[src/rtl/rxbuf_pkg.sv]
package rxbuf_pkg;

  localparam int DATA_W = 8;

  typedef struct packed {
    logic              brk;
    logic              fe;
    logic              pe;
    logic [DATA_W-1:0] data;
  } rx_entry_t;

  localparam logic [4:0] IT_NONE        = 5'h0;
  localparam logic [4:0] IT_LINE_STATUS = 5'h3;

  // true when the entry carries any error flag
  function automatic logic f_flagged(rx_entry_t e);
    return e.brk | e.fe | e.pe;
  endfunction

  // occupancy-style counter update: one up, one down, both, or neither
  function automatic int unsigned f_adjust(int unsigned cur, logic up, logic down);
    return cur + int'(up) - int'(down);
  endfunction

endpackage

[src/rtl/rxbuf_store.sv]
module rxbuf_store
  import rxbuf_pkg::*;
#(
  parameter int DEPTH = 64,
  localparam int AW = (DEPTH > 1) ? $clog2(DEPTH) : 1,
  localparam int CW = $clog2(DEPTH + 1)
) (
  input  logic          clk,
  input  logic          rst_n,
  input  logic          clr,
  input  logic          push,
  input  logic          pop,
  input  rx_entry_t     din,
  output rx_entry_t     head,
  output logic [CW-1:0] occ,
  output logic          empty,
  output logic          full
);

  rx_entry_t     mem [DEPTH];
  logic [AW-1:0] wr_ptr, rd_ptr;
  logic [CW-1:0] occ_q;

  function automatic logic [AW-1:0] f_wrap(logic [AW-1:0] p);
    return (p == AW'(DEPTH - 1)) ? '0 : p + 1'b1;
  endfunction

  always_ff @(posedge clk) begin
    if (push) mem[wr_ptr] <= din;
  end

  always_ff @(posedge clk or negedge rst_n) begin
    if (!rst_n) begin
      wr_ptr <= '0;
      rd_ptr <= '0;
      occ_q  <= '0;
    end else if (clr) begin
      wr_ptr <= '0;
      rd_ptr <= '0;
      occ_q  <= '0;
    end else begin
      if (push) wr_ptr <= f_wrap(wr_ptr);
      if (pop)  rd_ptr <= f_wrap(rd_ptr);
      occ_q <= CW'(f_adjust(int'(occ_q), push, pop));
    end
  end

  assign occ   = occ_q;
  assign empty = (occ_q == '0);
  assign full  = (occ_q == CW'(DEPTH));
  assign head  = empty ? '0 : mem[rd_ptr];

endmodule

[src/rtl/rxbuf_errcnt.sv]
module rxbuf_errcnt
  import rxbuf_pkg::*;
#(
  parameter int DEPTH = 64,
  localparam int CW = $clog2(DEPTH + 1)
) (
  input  logic          clk,
  input  logic          rst_n,
  input  logic          clr,
  input  logic          inc,
  input  logic          dec,
  output logic [CW-1:0] cnt,
  output logic          any_err
);

  logic [CW-1:0] cnt_q;

  always_ff @(posedge clk or negedge rst_n) begin
    if (!rst_n)   cnt_q <= '0;
    else if (clr) cnt_q <= '0;
    else          cnt_q <= CW'(f_adjust(int'(cnt_q), inc, dec));
  end

  assign cnt     = cnt_q;
  assign any_err = (cnt_q != '0);

endmodule

[src/rtl/rxbuf_lock.sv]
module rxbuf_lock (
  input  logic clk,
  input  logic rst_n,
  input  logic clr,
  input  logic wr_valid,
  input  logic full,
  input  logic pop_ok,
  input  logic lsr_rd,
  input  logic resume_rd,
  output logic push_ok,
  output logic ovr_evt,
  output logic ovr_flag,
  output logic locked
);

  logic ovr_q, lock_q, clr_seen_q;
  logic offer;

  assign offer   = wr_valid && !lock_q && !clr;
  assign ovr_evt = offer && full && !pop_ok;
  assign push_ok = offer && (!full || pop_ok);

  always_ff @(posedge clk or negedge rst_n) begin
    if (!rst_n) begin
      ovr_q      <= 1'b0;
      lock_q     <= 1'b0;
      clr_seen_q <= 1'b0;
    end else begin
      if (ovr_evt)     ovr_q <= 1'b1;
      else if (lsr_rd) ovr_q <= 1'b0;

      if (ovr_evt) begin
        lock_q     <= 1'b1;
        clr_seen_q <= 1'b0;
      end else if (resume_rd && clr_seen_q) begin
        lock_q     <= 1'b0;
        clr_seen_q <= 1'b0;
      end else if (clr && lock_q) begin
        clr_seen_q <= 1'b1;
      end
    end
  end

  assign ovr_flag = ovr_q;
  assign locked   = lock_q;

endmodule

[src/rtl/uart_rx_errbuf.sv]
module uart_rx_errbuf
  import rxbuf_pkg::*;
#(
  parameter int DEPTH = 64,
  localparam int CW = $clog2(DEPTH + 1)
) (
  input  logic       clk,
  input  logic       rst_n,
  input  logic       wr_valid,
  input  logic [7:0] wr_data,
  input  logic       wr_brk,
  input  logic       wr_fe,
  input  logic       wr_pe,
  input  logic       fifo_clr,
  input  logic       lsr_rd,
  input  logic       rhr_rd,
  input  logic       resume_rd,
  output logic [7:0] rhr_q,
  output logic [7:0] lsr_q,
  output logic [4:0] iir_type,
  output logic       rx_locked
);

  rx_entry_t     din, head;
  logic [CW-1:0] occ, err_cnt;
  logic          empty, full, err_any;
  logic          pop_ok, push_ok, ovr_evt, ovr_flag;

  assign din    = '{brk: wr_brk, fe: wr_fe, pe: wr_pe, data: wr_data};
  assign pop_ok = rhr_rd && !empty && !fifo_clr;

  rxbuf_lock u_lock (
    .clk       (clk),
    .rst_n     (rst_n),
    .clr       (fifo_clr),
    .wr_valid  (wr_valid),
    .full      (full),
    .pop_ok    (pop_ok),
    .lsr_rd    (lsr_rd),
    .resume_rd (resume_rd),
    .push_ok   (push_ok),
    .ovr_evt   (ovr_evt),
    .ovr_flag  (ovr_flag),
    .locked    (rx_locked)
  );

  rxbuf_store #(.DEPTH(DEPTH)) u_store (
    .clk   (clk),
    .rst_n (rst_n),
    .clr   (fifo_clr),
    .push  (push_ok),
    .pop   (pop_ok),
    .din   (din),
    .head  (head),
    .occ   (occ),
    .empty (empty),
    .full  (full)
  );

  rxbuf_errcnt #(.DEPTH(DEPTH)) u_err (
    .clk     (clk),
    .rst_n   (rst_n),
    .clr     (fifo_clr),
    .inc     (push_ok && f_flagged(din)),
    .dec     (pop_ok && f_flagged(head)),
    .cnt     (err_cnt),
    .any_err (err_any)
  );

  assign rhr_q    = head.data;
  assign lsr_q    = {err_any, 2'b00, head.brk, head.fe, head.pe, ovr_flag, !empty};
  assign iir_type = ovr_flag ? IT_LINE_STATUS : IT_NONE;

endmodule

[config.mk]
export PLATFORM = sky130hd
export DESIGN_NAME = uart_rx_errbuf
export DESIGN_NICKNAME = d
export VERILOG_FILES = /design/src/rtl/rxbuf_pkg.sv /design/src/rtl/rxbuf_store.sv /design/src/rtl/rxbuf_errcnt.sv /design/src/rtl/rxbuf_lock.sv /design/src/rtl/uart_rx_errbuf.sv
export SDC_FILE = /design/constraint.sdc
export NUM_CORES = 1
export LEC_CHECK = 0
export ABC_CLOCK_PERIOD_IN_PS = 4600
export CORE_AREA = 2 2 316 318
export DETAILED_ROUTE_END_ITERATION = 12
export DIE_AREA = 0 0 318 320
export HOLD_SLACK_MARGIN = 0.12
export PLACE_DENSITY = 0.41
export SYNTH_ARGS = -nofsm -noshare
export SYNTH_HDL_FRONTEND = slang
export SYNTH_SLANG_ARGS = --single-unit
[constraint.sdc]
create_clock -name clk -period 4.6 [get_ports clk]
set_input_delay 0.92 -clock clk [delete_from_list [all_inputs] [get_ports clk]]
set_output_delay 0.92 -clock clk [all_outputs]
set_load 0.1 [all_outputs]
==> reports/metrics.cfg, run 1 <==
[cts]
holdBufCountCts=0
cts_tree=built
cts_buffer_depth=3
insertion_delay_ns=0.63
clock-sinks=733
numCtsBuffers=80
clkTransAtPathRegs_ns=0.06
h-tree-depth=3
root_buffer=clkbuf_16

[global_routing]
globalRouteTotalUtil_pct=16.1
first_global_vias=16000
grt_pass1_wl_um=118000
grt_max_degree=65
overflow=0
antenna_found_initial=0

[synth]
async_flop_share_pct=3.96
syn_area_per_cell_sq_um=18.3
yosysTopAreaCellShare_pct=72.0
synth_compound_area_share_pct=5.56
synth_top_area_cell=edfxtp_1
synthMuxAreaShare_pct=13.0
synth_cell_types=55
synth_edf_count=704
synth_seq_cells=733
syn_area_sq_um=29400
ys.flop_type=edfxtp_1
synth_xor_area_share_pct=0.358
synth_warnings=0
synthSimpleGateAreaFrac_pct=3.23
synth_fa_ha_area_share_pct=0.988
synth_top_family_by_area=multiplexers
seq_area_frac_synth_pct=74.4
synth_cells=1603
netlist_top_cells_area=edfxtp_1 72%, mux4_2 6.6%, mux2i_1 5.5%

[timing]
tightest_slew_ns=1.06
finalWorstSetupSlack_ns=0.0802
rsz0062_at_grt=yes
relSlewSlack_pct=29.4
layout_min_cycle_time_ns=4.52
final-hold-violation-count=0
fmax_ghz=0.221
setup_tns_ns=0
finalCritPeriodShare_pct=98.3
setup_violations=0
skew_ns=0.0224
drv_slew=0

[layout]
final_cell_mix=704 x edfxtp_1, 162 x mux2i_1, 123 x buf_4
drive_above_1_share_pct=23.4
finalNetCount=1803
mostFrequentLayoutCell=edfxtp_1
multi_input_area_sq_um=7170
fill_cells=9171
antennaDiodeCount=0
seq_area_sq_um=21900
area_delta_synth_final_pct=18.7
final_area_sq_um=34900

[power]
irDropWorstVdd_uv=458
p_leak_nw=11.0
clkPwrFrac_pct=34.9
power_switching_share_pct=28.2
intPower_mw=12.3
power_density_nw_per_um2=490
p_seq_share_pct=43.8
combPwrFrac_pct=21.3
power.switching_mw=4.82

[die]
die_w_um=318
fp.coreArea_sq_um=98000
rows=115
ios=40
die_area_sq_um=102000
die_y_um=320
start_util_pct=30.0

[route]
postRouteAntennaNets=0
remaining_drc_errors=0
vias_per_cell=4.94
dr.pass1.iters=5
vias=15300
drt_iter0_markers=1135
routed_wl_um=81200
wl_per_cell_um=26.1

[worst_setup_path]
regToRegSetupSlack_ns=0.22
critPathArrivalTime_ns=3.60
required_ns=3.68
start_kind=flop
crit_type=flop to output port
worstPathMaxFanout=16
endpoint_kind=output port

[hold_path]
hold_class=flop to flop

[placed_design]
dp.final_hpwl_um=51800
gp_congestion=0.770
pre_cts_ws_ns=-0.153
post_dp_cell_area_sq_um=32000
numPortBuffers=34

[status]
status=finished, final reports clean

[run]
maxCapViolations=0

## area by class of cell
class / count / area share (%)
clock buffers: 103 / 6.20
clock inverters: 35 / 0.650
inverters: 27 / 0.291
multi-input cells: 744 / 20.6
flip-flops and latches: 733 / 62.8
well taps: 1287 / 4.62
repair buffers: 177 / 4.89
## synthesized netlist by cell type, drive strengths merged (3+ instances only)
cell type    n
a211oi      17
a21o         3
a21oi       65
a221o        3
and2         3
buf         64
clkbuf      39
dfrtp       29
edfxtp     704
ha          20
inv         25
mux2         7
mux2i      162
mux4        93
nand2       28
nand2b       4
nand3        8
nand3b       4
nor2       108
nor2b        9
nor3        21
nor4         3
o21ai       14
o21bai       4
o221ai      80
o22ai       38
o31ai        3
or3          7
or3b         4
xnor2        8
xor2         4
## through the flow
stage	utilization, %	hold WS, ns	instances	total power [mW]
floorplan	-	0.538	1607	9.87
global placement	32.6	0.513	2963	11.1
detailed placement	32.6	0.527	2963	11.1
CTS	35.4	0.539	3103	17.3
global route	35.6	0.557	3106	17.8
finish	35.6	0.536	3106	17.1
## metal layers
metal  routed length [um]  vias to the layer above  GRT usage, %
met5                    0                        -             0
met2                38600                      300          25.9
met1                37900                     8123          22.6
met3                 3180                       85          2.41
met4                 1490                        0          4.31
li1                     -                     6824             -
## critical path, stage by stage, from the launching register on
cell	delay, ns
dfrtp_4	0.50
buf_4	0.15
buf_6	0.23
buf_8	0.24
mux2i_1	0.11
o221ai_1	0.39
o22ai_1	0.18
nor2_2	0.31
a211oi_2	0.18
a211oi_4	0.42
buf_12	0.24
## power groups by stage
stage / Sequential [mW] / Clock, mW / Combinational, mW
floorplan: 7.60 / 0 / 2.27
global placement: 7.63 / 0 / 3.46
detailed placement: 7.63 / 0 / 3.46
CTS: 7.49 / 6.15 / 3.62
global route: 7.49 / 6.39 / 3.88
finish: 7.48 / 5.96 / 3.65
## state kept, by name (all words and copies together) (netlist names)
signal / flops
u_store.occ: 7
u_lock.ovr_flag: 1
u_lock.clr_seen_q: 1
u_lock.locked: 1
u_store.rd_ptr: 6
u_err.cnt: 7
u_store.mem: 704
u_store.wr_ptr: 6
## logic make-up (layout without fill, tap and decap cells)
logic type | Yosys count | count (layout)
AOI/OAI and AO/OA | 235 | 235
muxes | 262 | 262
xor gates and xnor gates | 12 | 12
buffers and inverters | 130 | 342
DFF | 733 | 733
and+or+nand+nor | 208 | 208
adders and majority gates | 22 | 22
other | 1 | 5
## path summary, 6_finish.rpt
path                                   startpoint                end  cells after the start
max in group asynchronous                   rst_n  u_store.rd_ptr[1]                      2
worst min-delay path                u_lock.locked      u_lock.locked                      1
worst min register to register      u_lock.locked      u_lock.locked                      1
worst max register to register  u_store.rd_ptr[0]       u_err.cnt[6]                     18
min in group asynchronous                   rst_n     u_store.occ[5]                      1
worst max-delay path            u_store.rd_ptr[0]           rhr_q[1]                     10
## timing repair
item / in CTS / in global routing
setup buffers: 1 / 2
setup endpoints to repair: 8 / 11
gates cloned: 1 / 1
gates resized for setup: 61 / 25
pin swaps: 8 / 10
Power figures use the tool's default switching activity.
==> run 2: changes to the inputs <==
--- a/config.mk
+++ b/config.mk
@@ -14,3 +14,4 @@
 export SYNTH_ARGS = -nofsm -noshare
 export SYNTH_HDL_FRONTEND = slang
 export SYNTH_SLANG_ARGS = --single-unit
+export TNS_END_PERCENT = 100
==> results of run 2 <==
Same layout as run 1: the final DEF is identical, and so are final timing and power.
